**src/rtl/chan_req_pkg.sv**
```systemverilog
package chan_req_pkg;
  localparam int unsigned SIC_W = 6;
  typedef logic [SIC_W-1:0] sic_t;
  typedef enum logic {PACE_FULL = 1'b0, PACE_HALF = 1'b1} pace_e;
endpackage

```
**src/rtl/cal_table.sv**
```systemverilog
module cal_table
  import chan_req_pkg::*;
#(
  parameter int unsigned NUM_SLOTS = 8,
  parameter int unsigned CH_W      = 7,
  parameter int unsigned PTR_W     = $clog2(NUM_SLOTS)
) (
  input  logic             clk_i,
  input  logic             rst_ni,
  input  logic             wr_en_i,
  input  logic [PTR_W-1:0] wr_addr_i,
  input  logic [CH_W-1:0]  wr_ch_i,
  input  sic_t             wr_sic_i,
  input  logic [PTR_W-1:0] rd_addr_i,
  output logic [CH_W-1:0]  rd_ch_o,
  output sic_t             rd_sic_o
);
  logic [CH_W-1:0] ch_q  [NUM_SLOTS];
  sic_t            sic_q [NUM_SLOTS];

  for (genvar k = 0; k < NUM_SLOTS; k++) begin : g_slot
    logic hit;
    assign hit = wr_en_i && (wr_addr_i == PTR_W'(k));
    always_ff @(posedge clk_i or negedge rst_ni) begin
      if (!rst_ni) begin
        ch_q[k]  <= CH_W'(k);
        sic_q[k] <= '0;
      end else if (hit) begin
        ch_q[k]  <= wr_ch_i;
        sic_q[k] <= wr_sic_i;
      end
    end
  end

  always_comb begin
    rd_ch_o  = ch_q[0];
    rd_sic_o = sic_q[0];
    for (int k = 1; k < NUM_SLOTS; k++) begin
      if (rd_addr_i == PTR_W'(k)) begin
        rd_ch_o  = ch_q[k];
        rd_sic_o = sic_q[k];
      end
    end
  end
endmodule

```
**src/rtl/issue_pacer.sv**
```systemverilog
module issue_pacer
  import chan_req_pkg::*;
(
  input  logic clk_i,
  input  logic rst_ni,
  input  logic rdy_i,
  input  logic enable_i,
  output logic issue_o
);
  logic  armed_q;
  logic  phase_q;
  pace_e mode;

  assign mode = rdy_i ? PACE_FULL : PACE_HALF;

  // phase clears while ready is high so the first low cycle is always empty
  always_ff @(posedge clk_i or negedge rst_ni) begin
    if (!rst_ni) begin
      armed_q <= 1'b0;
      phase_q <= 1'b0;
    end else begin
      if (rdy_i) armed_q <= 1'b1;
      phase_q <= (mode == PACE_HALF) ? ~phase_q : 1'b0;
    end
  end

  always_comb begin
    unique case (mode)
      PACE_FULL: issue_o = enable_i && armed_q;
      PACE_HALF: issue_o = enable_i && armed_q && phase_q;
      default:   issue_o = 1'b0;
    endcase
  end
endmodule

```
**src/rtl/cal_ptr.sv**
```systemverilog
module cal_ptr #(
  parameter int unsigned NUM_SLOTS = 8,
  parameter int unsigned PTR_W     = $clog2(NUM_SLOTS),
  parameter int unsigned LEN_W     = $clog2(NUM_SLOTS + 1)
) (
  input  logic             clk_i,
  input  logic             rst_ni,
  input  logic             adv_i,
  input  logic [LEN_W-1:0] len_i,
  output logic [PTR_W-1:0] ptr_o
);
  localparam logic [LEN_W-1:0] FullLen = LEN_W'(NUM_SLOTS);

  logic [LEN_W-1:0] eff_len;
  logic             at_last;
  logic [PTR_W-1:0] ptr_q;

  assign eff_len = ((len_i == '0) || (len_i > FullLen)) ? FullLen : len_i;
  assign at_last = LEN_W'(ptr_q) >= (eff_len - LEN_W'(1));

  always_ff @(posedge clk_i or negedge rst_ni) begin
    if (!rst_ni)      ptr_q <= '0;
    else if (adv_i)   ptr_q <= at_last ? '0 : ptr_q + PTR_W'(1);
  end

  assign ptr_o = ptr_q;
endmodule

```
**src/rtl/chan_req_pacer.sv**
```systemverilog
module chan_req_pacer
  import chan_req_pkg::*;
#(
  parameter int unsigned NUM_SLOTS = 8,
  parameter int unsigned CH_W      = 7,
  localparam int unsigned PTR_W    = $clog2(NUM_SLOTS),
  localparam int unsigned LEN_W    = $clog2(NUM_SLOTS + 1)
) (
  input  logic             clk_i,
  input  logic             rst_ni,
  input  logic             enable_i,
  input  logic             rdy_i,
  input  logic [LEN_W-1:0] cal_len_i,
  input  logic             wr_en_i,
  input  logic [PTR_W-1:0] wr_addr_i,
  input  logic [CH_W-1:0]  wr_ch_i,
  input  logic [5:0]       wr_sic_i,
  output logic             valid_o,
  output logic [CH_W-1:0]  ch_o,
  output logic [5:0]       sic_o
);
  logic             issue;
  logic [PTR_W-1:0] slot_ptr;

  issue_pacer u_pacer (
    .clk_i   (clk_i),
    .rst_ni  (rst_ni),
    .rdy_i   (rdy_i),
    .enable_i(enable_i),
    .issue_o (issue)
  );

  cal_ptr #(
    .NUM_SLOTS(NUM_SLOTS),
    .PTR_W    (PTR_W),
    .LEN_W    (LEN_W)
  ) u_ptr (
    .clk_i (clk_i),
    .rst_ni(rst_ni),
    .adv_i (issue),
    .len_i (cal_len_i),
    .ptr_o (slot_ptr)
  );

  cal_table #(
    .NUM_SLOTS(NUM_SLOTS),
    .CH_W     (CH_W),
    .PTR_W    (PTR_W)
  ) u_table (
    .clk_i    (clk_i),
    .rst_ni   (rst_ni),
    .wr_en_i  (wr_en_i),
    .wr_addr_i(wr_addr_i),
    .wr_ch_i  (wr_ch_i),
    .wr_sic_i (wr_sic_i),
    .rd_addr_i(slot_ptr),
    .rd_ch_o  (ch_o),
    .rd_sic_o (sic_o)
  );

  assign valid_o = issue;
endmodule

```
**config.mk**
```make
export PLATFORM = sky130hd
export DESIGN_NAME = chan_req_pacer
export DESIGN_NICKNAME = d
export VERILOG_FILES = /design/src/rtl/chan_req_pkg.sv /design/src/rtl/cal_table.sv /design/src/rtl/issue_pacer.sv /design/src/rtl/cal_ptr.sv /design/src/rtl/chan_req_pacer.sv
export SDC_FILE = /design/constraint.sdc
export NUM_CORES = 1
export LEC_CHECK = 0
export BUFFER_PORTS_ARGS = -buffer_cell sky130_fd_sc_hd__clkbuf_2
export CELL_PAD_IN_SITES_DETAIL_PLACEMENT = 0
export CELL_PAD_IN_SITES_GLOBAL_PLACEMENT = 1
export CORE_MARGIN = 2
export CORE_UTILIZATION = 34
export CTS_BUF_LIST = sky130_fd_sc_hd__clkbuf_4 sky130_fd_sc_hd__clkbuf_8 sky130_fd_sc_hd__clkbuf_16
export DETAILED_ROUTE_END_ITERATION = 16
export PLACE_DENSITY = 0.59
export SYNTH_ARGS = -nofsm -noshare
export SYNTH_HDL_FRONTEND = slang
export SYNTH_SLANG_ARGS = --single-unit
export TNS_END_PERCENT = 50
```
**constraint.sdc**
```tcl
create_clock -name clk_i -period 5.8 [get_ports clk_i]
set_clock_uncertainty 0.1 [all_clocks]
set_input_delay 1.16 -clock clk_i [delete_from_list [all_inputs] [get_ports clk_i]]
set_output_delay 1.16 -clock clk_i [all_outputs]
set_load 0.1 [all_outputs]
```
; ---- Yosys cells after proc, flatten, opt, wreduce, memory -nomap -nowiden
; Index checks and enable logic that the tools add are counted.
; Widths: inputs -> output; s select.
[word_totals]
regBits = 109
in_bits = 25
out_inout_bits = 14
[op_classes]
n_addsub = 2
muxes = 19
reduce_logical = 13
bitwise_logic = 1
magnitude_cmp = 2
n_eq_ne = 14
[ops]
columns = operator, n
row1 = $mux 7, 7
row2 = $mux 6, 7
row3 = $eq 3x3->1 const B, 8
row4 = $eq 3x2->1 const B, 4
row5 = $logic_and 1x1->1, 10
row6 = $eq 3x1->1 const B, 2
row7 = $ge 3x4->1, 1
row8 = $gt 4x4->1 const B, 1
row9 = $logic_not 4->1, 1
row10 = $mux 4, 1
row11 = $sub 4x1->4 const B, 1
row12 = $add 3x1->3 const B, 1
row13 = $logic_not 3->1, 1
row14 = $mux 3, 1
row15 = $mux 1, 2
row16 = $pmux 1 s2, 1
row17 = $logic_or 1x1->1, 1
row18 = $not 1->1, 1

; ---- Logic depth before layout (Yosys ltp)
; Gate-level depths: netlist of run 1.
[depth]
ltp_word = 8
depth_mapped = 8

; ---- By module
; Synthesis of run 1 repeated with hierarchy kept, for this count alone.
[unflattened]
hier_cells = 409
area_unflattened_um2 = 5262.5
[modules_own_cells]
columns = mod, seq_area_each_um2, area_each_um2, cells_each, instances
row1 = cal_table, 2617.5, 4949.7, 378, 1
row2 = cal_ptr, 75.1, 242.7, 26, 1
row3 = issue_pacer, 50.0, 70.1, 5, 1

; ---- Worst setup path after synthesis of run 1
; Ideal clock, no wire load.
[synth_timing]
kind = register to output
start = register u_ptr.ptr_q[2], in the netlist u_ptr.ptr_o[2]
end = output port ch_o[1]
path_stages_with_launch = 9
t_arrival_ps = 3050
slack_ps = 1490
path_buffers = 2
cell_sequence = dfrtp_1 -> clkbuf_1 -> inv_1 -> ha_1 -> a21oi_1 -> buf_2 -> o221a_2 -> o21ai_0 -> a21oi_1
[synth_between]
elab_chain_cells = 8
word_cells_on_any_way = 14
cone_classes = eq/ne (7) / mux (7)
[synth_rtl]
columns = item, line_no
row1 = start: declaration, cal_ptr.sv:16  ; logic [PTR_W-1:0] ptr_q;
row2 = start signal: assignment, cal_ptr.sv:23  ; else if (adv_i) ptr_q <= at_last ? '0 : ptr_q + PTR_W'(1);
row3 = $eq 3x1->1, cal_table.sv:39  ; if (rd_addr_i == PTR_W'(k)) begin
row4 = $mux 7 (6 in series), cal_table.sv:39
row5 = $mux 7 *, cal_table.sv:39
row6 = end: declaration, chan_req_pacer.sv:19  ; output logic [CH_W-1:0] ch_o,
; Mark *: on every way between the ends. The rest lies on a longest branch, timed or not.

; ---- Final worst setup path of run 1
[layout_timing]
start = register u_ptr.ptr_q[2], in the netlist u_ptr.ptr_o[2]
end = output port sic_o[4]
[layout_between]
elab_chain_cells = 8
word_cells_on_any_way = 14
cone_classes = eq/ne (7) / mux (7)
[layout_rtl]
columns = item, line_no
row1 = $eq 3x1->1, cal_table.sv:39
row2 = $mux 6 (6 in series), cal_table.sv:39
row3 = $mux 6 *, cal_table.sv:39
row4 = end: declaration, chan_req_pacer.sv:20  ; output logic [5:0] sic_o
; Marks and branches as above.

==> results of run 1 <==
==> registers in the layout (all words and copies together), names as in the netlist <==
| signal | count |
|---|---|
| u_pacer.phase_q | 1 |
| u_ptr.ptr_o | 3 |
| u_table.sic_q | 48 |
| u_table.ch_q | 56 |
| u_pacer.armed_q | 1 |
==> cells by family after synthesis <==
group | count (synthesis)
AND/OR/NAND/NOR | 64
buffers and inverters | 35
AO/OA/AOI/OAI | 114
flip-flops | 109
XOR/XNOR | 1
adder cells (fa/ha/maj) | 10
multiplexers | 102
==> metal layers <==
| layer | GRT usage, % | routed length, um | vias up |
|---|---|---|---|
| li1 | - | - | 1665 |
| met1 | 24.0 | 6460 | 1851 |
| met2 | 26.2 | 6020 | 59 |
| met3 | 4.51 | 484 | 7 |
| met4 | 4.78 | 162 | 0 |
| met5 | 0 | 0 | - |
==> cells in the final DEF, fill, tap and decap left out, types with 13 or more instances in the layout <==
cell	instances
o21ai_0	30
nand2_1	22
clkbuf_2	37
a21oi_1	40
o22ai_1	14
mux2_2	102
dfrtp_1	97
o221a_2	13
a221oi_1	13
==> worst max path at each step <==
| stage | slack, ns | depth (start not counted) | startpoint | endpoint |
|---|---|---|---|---|
| 3_3_place_gp | 1.58 | 8 | u_ptr.ptr_o[2] | sic_o[4] |
| 3_5_place_dp | 1.57 | 8 | u_ptr.ptr_o[2] | sic_o[4] |
| 4_1_cts | 1.16 | 8 | u_ptr.ptr_o[2] | sic_o[4] |
| 6_report | 1.10 | 8 | u_ptr.ptr_o[2] | sic_o[4] |
| 2_1_floorplan | 1.49 | 8 | u_ptr.ptr_o[2] | ch_o[1] |
| 5_1_grt | 0.89 | 8 | u_ptr.ptr_o[2] | ch_o[5] |
==> synthesized netlist by cell type <==
library cell / n / area share [%]
a21oi_1: 40 / 3.8
o31ai_1: 1 / 0.14
o21ai_0: 30 / 2.9
and2_1: 1 / 0.12
mux2_2: 102 / 22
nand4_1: 1 / 0.12
o22ai_1: 14 / 1.7
nor2b_1: 12 / 1.4
nor3_2: 2 / 0.38
nand2b_1: 4 / 0.48
nand3_1: 1 / 0.095
nor3b_2: 2 / 0.48
inv_1: 7 / 0.50
or2_2: 2 / 0.24
dfstp_2: 12 / 6.0
o221a_2: 13 / 2.8
a221oi_1: 13 / 2.2
nand2_1: 22 / 1.6
nand4b_1: 3 / 0.50
a21o_1: 2 / 0.29
nor2_1: 12 / 0.86
dfrtp_1: 97 / 46
buf_4: 2 / 0.29
buf_2: 9 / 0.86
nor3b_1: 2 / 0.29
xnor2_1: 1 / 0.17
o21ba_2: 1 / 0.19
clkbuf_1: 16 / 1.1
ha_1: 10 / 2.4
buf_1: 1 / 0.071
==> layout make-up <==
cell class	count	share of cell area (%)
flip-flops and latches	109	46.0
multi-input cells	291	39.7
repair buffers	47	4.36
clock buffers	11	4.13
well taps	188	3.94
clock inverters	5	1.38
inverters	7	0.441
==> worst register-to-register path, cell delays in order (launching register included) <==
cell	delay [ns]
dfrtp_1	0.40
inv_1	0.11
ha_1	0.29
nand2b_1	0.14
a21o_1	0.18
a21o_1	0.20
o31ai_1	0.19
==> per-stage QoR <==
stage | utilization (%) | area (sq um) | hold slack [ns] | instances
2_1_floorplan | - | 5250 | 0.280 | 435
3_3_place_gp | 37.2 | 5630 | 0.295 | 642
3_5_place_dp | 37.2 | 5630 | 0.301 | 642
4_1_cts | 39.4 | 5960 | 0.312 | 658
5_1_grt | 39.4 | 5960 | 0.321 | 658
6_report | 39.4 | 5960 | 0.309 | 658
==> flow_summary.ini, run 1 <==
[cts]
cts_max_level = 3
cts_setup_buffers = 0
cts_tree = yes
cts_hold_buf = 0
insertion_delay_ns = 0.36
cts_resized = 0
cts-root-buf = clkbuf_16
clock_sinks = 109
cts_buffers = 9
clk_pin_slew_worst_paths_ns = 0.07
clock_tree.buffer_depth = 2

[final_layout]
drive_gt1_share_pct = 41.9
diodes = 0
seqCellArea_sq_um = 2740
fillers = 1484
layout.nets = 500
area_growth_pct = 13.6
multi_input_area_sq_um = 2370

[hold_path]
holdPathEnd = u_pacer.phase_q
worstHoldStart = u_pacer.phase_q
hold_class = flip-flop to flip-flop
whs_path_depth = 1

[synthesis]
ys_ff_latch = 109
synthAdderAreaFrac_pct = 2.38
synth_top_family_by_area = multiplexers
synthSimpleGateAreaFrac_pct = 6.55
ys_types = 30
yosys.area_share.xor_xnor_pct = 0.167
synthMuxAreaShare_pct = 21.9
yosysWarnings = 0
netlist_area_sq_um = 5250
syn-num-nets = 470
syn_inst = 435
synth_area_per_cell_sq_um = 12.1
yosysSeqAreaShare_pct = 52.2
synth_compound_area_share_pct = 13.9

[routing]
drt-total-wl_mm = 13.1
wl_per_cell_um = 20.0
via_per_inst = 5.44
drtAntennaViolNets = 0
drc_errors = 0
drt_iter0_drc = 218
dr_total_vias = 3582
dr.pass1.iters = 4

[critical_path]
worstSetupPathType = flip-flop to output pin
rr_startpoint = u_ptr.ptr_o[0]
cpMostUsedCell = buf_4
cp_data_arrival_time_ns = 3.44
cp.required_ns = 4.54
r2r_end = u_ptr.ptr_o[2]
crit_fanout = 18
cp_top_family = buffers and inverters
cp-end-kind = output pin
startpoint_type = flip-flop
path_buf_inv = 4
r2r_cells = 6
rrSetupSlack_ns = 4.10
critPathMaxStageDelay_ns = 0.76
crit_chain = buf_4, ha_1, buf_4, inv_1, nand3_1, o22ai_1, a21oi_1, clkbuf_2
cpMaxStageDelayCell = dfrtp_1

[timing]
hold_viol = 0
period_share_pct = 81.1
setup_ws_ns = 1.10
worst_pin_slew_ns = 1.11
setup_violations = 0
fmax_ghz = 0.213
rsz0062_at_grt = no
slew_headroom_pct = 25.4
period_minus_slack_ns = 4.70
finalMaxSlewViolations = 0
setup_tns_ns = 0

[floorplan]
pin_count = 39
coreArea_sq_um = 15100
die_area_sq_um = 16500
die_x_um = 128
fp-row-count = 45
die_y_um = 128
start_util_pct = 34.7

[placement]
hpwl_mm = 8.28
place_ws_ns = 1.57
port-buffer-count = 38
gp_congestion = 0.771

[grt]
grt_overflow_total = 0
grt_use_total_pct = 17.1
antenna_found_initial = 0
grt_max_degree = 75
first_global_vias = 3640
grt_first_pass_wirelength_mm = 21.0

[run]
maxCapViolations = 0

[status]
status = finished, final reports clean
Power of run 1 is not shown: default switching activity piles up to over one toggle a cycle in this logic, so the estimate is an artifact.
==> run 2: changes to the inputs <==
--- a/config.mk
+++ b/config.mk
@@ -5,6 +5,7 @@
 export SDC_FILE = /design/constraint.sdc
 export NUM_CORES = 1
 export LEC_CHECK = 0
+export ABC_AREA = 1
 export BUFFER_PORTS_ARGS = -buffer_cell sky130_fd_sc_hd__clkbuf_2
 export CELL_PAD_IN_SITES_DETAIL_PLACEMENT = 0
 export CELL_PAD_IN_SITES_GLOBAL_PLACEMENT = 1
@@ -12,7 +13,7 @@
 export CORE_UTILIZATION = 34
 export CTS_BUF_LIST = sky130_fd_sc_hd__clkbuf_4 sky130_fd_sc_hd__clkbuf_8 sky130_fd_sc_hd__clkbuf_16
 export DETAILED_ROUTE_END_ITERATION = 16
-export PLACE_DENSITY = 0.59
+export PLACE_DENSITY = 0.66
 export SYNTH_ARGS = -nofsm -noshare
 export SYNTH_HDL_FRONTEND = slang
 export SYNTH_SLANG_ARGS = --single-unit
==> constraint.sdc (replaced) <==
create_clock -name clk_i -period 4.1 [get_ports clk_i]
set_clock_uncertainty 0.1 [all_clocks]
set_input_delay 0.82 -clock clk_i [delete_from_list [all_inputs] [get_ports clk_i]]
set_output_delay 0.82 -clock clk_i [all_outputs]
set_load 0.1 [all_outputs]
==> run 2 against run 1 <==
Design area down 1.2%. Via count up 19%. Global-route usage shrank 0.23 points. Non-clock buffer count down 3. Routed wire length decreased by 3.5%. Setup slack got worse by 0.69 ns. First-iteration DRC count increased by 31%. Die area decreased by 0.71%. Synthesized cell count grew 54%. Worst hold slack improved by 0.021 ns. Highest routed layer unchanged.
==> flow_summary.ini, run 2 <==
[status]
status = finished, final reports clean

[critical_path]
cp_data_arrival_time_ns = 2.77
crit_fanout = 26
startpoint_type = flip-flop
rrSetupSlack_ns = 2.47
cp-end-kind = output pin
cp.required_ns = 3.18
worstSetupPathType = flip-flop to output pin

[pwr]
power_density_nw_per_um2 = 765
p_total_w = 0.00451
ir_worst_vdd_uv = 730
p_leak_nw = 2.98

[placement]
place_ws_ns = 0.735
port-buffer-count = 38
gp_congestion = 0.723
hpwl_mm = 8.47

[synthesis]
synth_edf_count = 0
synth_flop_cell = dfrtp_1
ys_top_cells_by_area = dfrtp_1, nand2_1, o21ai_0, dfstp_2, nand3_1
yosysSeqAreaShare_pct = 52.6
syn_inst = 668
ys_ff_latch = 109
async_reset_ff_share_pct = 100
ys_types = 24
yosysWarnings = 0
synth_common_cells = nand2_1, dfrtp_1, o21ai_0
syn-num-nets = 703
synth_top_area_share_pct = 46.6
synth_area_leader_cell = dfrtp_1
synth_most_common_cell = nand2_1
synth_area_per_cell_sq_um = 7.80
netlist_area_sq_um = 5210

[floorplan]
die_area_sq_um = 16300
die_y_um = 128
fp-row-count = 45
start_util_pct = 34.5
die_x_um = 128
pin_count = 39
coreArea_sq_um = 15100

[cts]
cts_tree = yes
clock_tree.buffer_depth = 2
cts_hold_buf = 0
cts_resized = 0
clk_pin_slew_worst_paths_ns = 0.07
clock_sinks = 109
insertion_delay_ns = 0.34
cts_setup_buffers = 0
cts-root-buf = clkbuf_16
cts_max_level = 3
cts_buffers = 9

[routing]
dr.pass1.iters = 4
drc_errors = 0
drt-total-wl_mm = 12.7
wl_per_cell_um = 14.3
drt_iter0_drc = 286
via_per_inst = 4.83
drtAntennaViolNets = 0
dr_total_vias = 4267

[grt]
grt_overflow_total = 0
antenna_found_initial = 0
first_global_vias = 4303
grt_use_total_pct = 16.9
grt_max_degree = 88
grt_first_pass_wirelength_mm = 21.6

[final_layout]
final_cell_mix = nand2_1, dfrtp_1, o21ai_0
largest_reg_flops = 56
regMostFlops = u_table.ch_q
diodes = 0
mostFrequentLayoutCell = nand2_1
area_growth_pct = 13.1
layout.nets = 726
drive_gt1_share_pct = 12.1

[timing]
fmax_ghz = 0.271
period_share_pct = 90.1
rsz0062_at_grt = no
slew_headroom_pct = 24.3
setup_violations = 0
setup_ws_ns = 0.406
worst_pin_slew_ns = 1.13
setup_tns_ns = 0
finalMaxSlewViolations = 0
period_minus_slack_ns = 3.69
hold_viol = 0

[run]
maxCapViolations = 0

[hold_path]
hold_class = flip-flop to flip-flop
[run 2: changes by cell type after synthesis, sizes merged, moves of 7 or more]
| cell | change |
|---|---|
| nand2 | +204 |
| mux2 | -102 |
| o21ai | +65 |
| nor2 | +59 |
| nand3 | +54 |
| inv | +31 |
| a21oi | -26 |
| o22ai | -14 |
| a221oi | -13 |
| o221a | -13 |
| nor2b | -12 |
| or2 | +12 |
| clkbuf | +7 |
[run 2: power by group]
part | switching (W) | leakage (nW) | internal [W]
Combinational | 0.00165 | 1.48 | 0.000435
Sequential | 0.000115 | 1.33 | 0.00130
Clock | 0.000381 | 0.174 | 0.000627
Total | 0.00215 | 2.98 | 0.00236
[run 2: through the flow]
step                instance area, sq um  hold slack (ns)  util, %  cells
finish                              5890            0.331     39.1    884
CTS                                 5890            0.337     39.1    884
global placement                    5550            0.310     36.7    868
detailed placement                  5550            0.328     36.7    868
floorplan                           5210            0.295        -    668
global route                        5890            0.352     39.1    884
[run 2: per-layer routing]
layer	up-vias	routed length [um]	global-route usage, %
met5	-	0	0
met4	0	222	4.91
met3	15	351	4.17
met2	62	6570	30.5
met1	2029	5530	19.9
li1	2161	-	-
[run 2: kinds of logic (layout without fill, tap and decap cells)]
group | count (synthesis) | after routing | share of synthesized area (%)
AO/OA/AOI/OAI | 109 | 109 | 10.5
XOR/XNOR | 1 | 1 | 0.168
adder cells (fa/ha/maj) | 10 | 10 | 2.40
buffers and inverters | 71 | 99 | 5.47
flip-flops | 109 | 109 | 52.6
AND/OR/NAND/NOR | 368 | 368 | 28.9
[run 2: final timing paths]
| kind | startpoint | to | cells after the start |
|---|---|---|---|
| worst max-delay path | u_ptr.ptr_o[1] | ch_o[6] | 10 |
| worst min-delay path | u_pacer.phase_q | u_pacer.phase_q | 1 |
| worst max register to register | u_ptr.ptr_o[0] | u_ptr.ptr_o[1] | 7 |
| worst min register to register | u_pacer.phase_q | u_pacer.phase_q | 1 |
| max in group asynchronous | rst_ni | u_table.sic_q[25] | 2 |
| min in group asynchronous | rst_ni | u_pacer.phase_q | 1 |
[run 2: cell type report]
| class | instances | area [sq um] |
|---|---|---|
| fill | 1599 | 9200 |
| sequential | 109 | 2740 |
| multi-input combinational | 488 | 2180 |
| clock buffer | 12 | 254 |
| timing repair buffer | 44 | 238 |
| tap | 188 | 235 |
| inverter | 39 | 146 |
| clock inverter | 4 | 95.1 |
[run 2: worst max-delay path, cell delays in order (launching register included)]
cell      delay (ns)
dfrtp_1         0.40
inv_1           0.09
ha_1            0.23
nand2_1         0.09
clkinv_1        0.60
nor2_1          0.28
nand2_1         0.07
nand2_1         0.09
nand2_1         0.07
nand2_1         0.06
clkbuf_2        0.44
Note: power is estimated with default switching activity, not from simulation.
==> run 3: changes to the inputs <==
--- a/config.mk
+++ b/config.mk
@@ -6,7 +6,8 @@
 export NUM_CORES = 1
 export LEC_CHECK = 0
 export ABC_AREA = 1
-export BUFFER_PORTS_ARGS = -buffer_cell sky130_fd_sc_hd__clkbuf_2
+export ABC_CLOCK_PERIOD_IN_PS = 4100
+export BUFFER_PORTS_ARGS = -buffer_cell sky130_fd_sc_hd__buf_2
 export CELL_PAD_IN_SITES_DETAIL_PLACEMENT = 0
 export CELL_PAD_IN_SITES_GLOBAL_PLACEMENT = 1
 export CORE_MARGIN = 2
==> run 3 against run 2 <==
Clock power decreased by 16%. Register-to-register slack about the same. Cell count unchanged. Worst hold slack worse by 0.0078 ns.
==> flow_summary.ini, run 3 (synthesized netlist as in run 2, its figures left out) <==
[status]
status = finished, final reports clean

[floorplan]
coreArea_sq_um = 15100
die_area_sq_um = 16300
start_util_pct = 34.5
die_x_um = 128
fp-row-count = 45
die_y_um = 128
pin_count = 39

[critical_path]
path_buf_inv = 3
cp_data_arrival_time_ns = 2.61
critPathMaxStageDelay_ns = 0.44
cp-end-kind = output pin
crit_fanout = 17
worstSetupPathType = flip-flop to output pin
cp.required_ns = 3.18
cpMostUsedCell = nand2_1
crit_chain = inv_2, ha_1, inv_1, nand3_1, nand3_1, nand2_1, nand2_1, nand2_1, nand2_1, buf_2
startpoint_type = flip-flop
rr_startpoint = u_ptr.ptr_o[0]
r2r_end = u_ptr.ptr_o[2]
r2r_cells = 7
cp_top_family = buffers and inverters
rrSetupSlack_ns = 2.48
cpMaxStageDelayCell = dfrtp_1

[placement]
hpwl_mm = 8.61
gp_congestion = 0.786
placed_cell_area_sq_um = 5570
port-buffer-count = 38

[timing]
hold_ws_ns = 0.323
fmax_ghz = 0.283
finalMaxSlewViolations = 0
slew_headroom_pct = 32.9
worst_pin_slew_ns = 1.00
setup_tns_ns = 0
rsz0062_at_grt = no
setup_violations = 0
period_minus_slack_ns = 3.53
hold_viol = 0
period_share_pct = 86.2

[final_layout]
fin_util_pct = 38.8
drive_gt1_share_pct = 12.1
final_design_area_no_fill_sq_um = 5850
seqCellArea_sq_um = 2740
fillers = 1587
layout.nets = 727
largest_reg_flops = 56
final_cell_mix = nand2_1, dfrtp_1, o21ai_0
diodes = 0
area_growth_pct = 12.3
regMostFlops = u_table.ch_q
multi_input_area_sq_um = 2180
mostFrequentLayoutCell = nand2_1

[routing]
drt-total-wl_mm = 13.1
drtAntennaViolNets = 0
dr.pass1.iters = 5
drt_iter0_drc = 313
dr_total_vias = 4238
wl_per_cell_um = 14.8
drc_errors = 0
via_per_inst = 4.79

[grt]
grt_max_degree = 59
antenna_found_initial = 0
grt_first_pass_wirelength_mm = 22.0
first_global_vias = 4240
grt_use_total_pct = 17.5
grt_overflow_total = 0

[cts]
cts_tree = yes
cts_hold_buf = 0
cts_setup_buffers = 0
clock_tree.buffer_depth = 2
cts-root-buf = clkbuf_16
clk_pin_slew_worst_paths_ns = 0.07
insertion_delay_ns = 0.35
cts_buffers = 9
cts_max_level = 3
clock_sinks = 109
cts_resized = 0

[hold_path]
hold_class = flip-flop to flip-flop
whs_path_depth = 1
holdPathEnd = u_pacer.phase_q
worstHoldStart = u_pacer.phase_q

[run]
maxCapViolations = 0

[pwr]
ir_worst_vdd_uv = 448
power_density_nw_per_um2 = 745
p_leak_nw = 2.95
run 3: cell types whose count changed in the layout (fill, tap and decap cells not counted):
cell	change
clkbuf_2	-37
buf_12	+1
clkbuf_4	-2
buf_2	+37
bufinv_16	-3
clkinv_4	+3
clkbuf_8	+1
clkinvlp_4	+1
clkinv_2	-1
run 3: power by group:
group	total, W	internal [W]	switching, W	leakage (nW)
Combinational	0.00210	0.000443	0.00166	1.49
Clock	0.000846	0.000445	0.000400	0.138
Sequential	0.00141	0.00130	0.000114	1.33
run 3: layout make-up:
| type | instances | share of cell area, % |
|---|---|---|
| flip-flops and latches | 109 | 46.9 |
| multi-input cells | 488 | 37.3 |
| clock inverters | 4 | 0.577 |
| repair buffers | 45 | 4.40 |
| well taps | 188 | 4.02 |
| inverters | 39 | 2.50 |
| clock buffers | 11 | 4.32 |
run 3: through the flow:
stage	total power, W	std cells	setup WS (ns)
2_1_floorplan	0.00313	668	0.917
3_3_place_gp	0.00355	869	0.956
3_5_place_dp	0.00356	869	0.935
4_1_cts	0.00443	884	0.542
5_1_grt	0.00467	884	0.314
6_report	0.00436	884	0.567
run 3: metal layers:
layer / GRT usage [%] / up-vias / routed length [um]
met1: 21.2 / 2024 / 5780
met3: 4.42 / 10 / 377
met5: 0 / - / 0
li1: - / 2161 / -
met2: 31.3 / 43 / 6740
met4: 3.94 / 0 / 163
run 3: worst max-delay path by stage:
stage / start / end / depth (start not counted)
after floorplan: enable_i / valid_o / 2
after global placement: u_ptr.ptr_o[1] / ch_o[2] / 12
after detailed placement: u_ptr.ptr_o[2] / ch_o[6] / 10
after CTS: u_ptr.ptr_o[2] / ch_o[3] / 10
after global routing: u_ptr.ptr_o[2] / ch_o[3] / 10
final: u_ptr.ptr_o[2] / ch_o[3] / 10
run 3: worst register-to-register path: cells and delay by family, from the launching register on:
family | cells | cell delay [ns]
buf+inv | 1 | 0.15
compound gates | 3 | 0.47
fa+ha+maj | 1 | 0.25
simple gates | 2 | 0.13
flops | 1 | 0.41
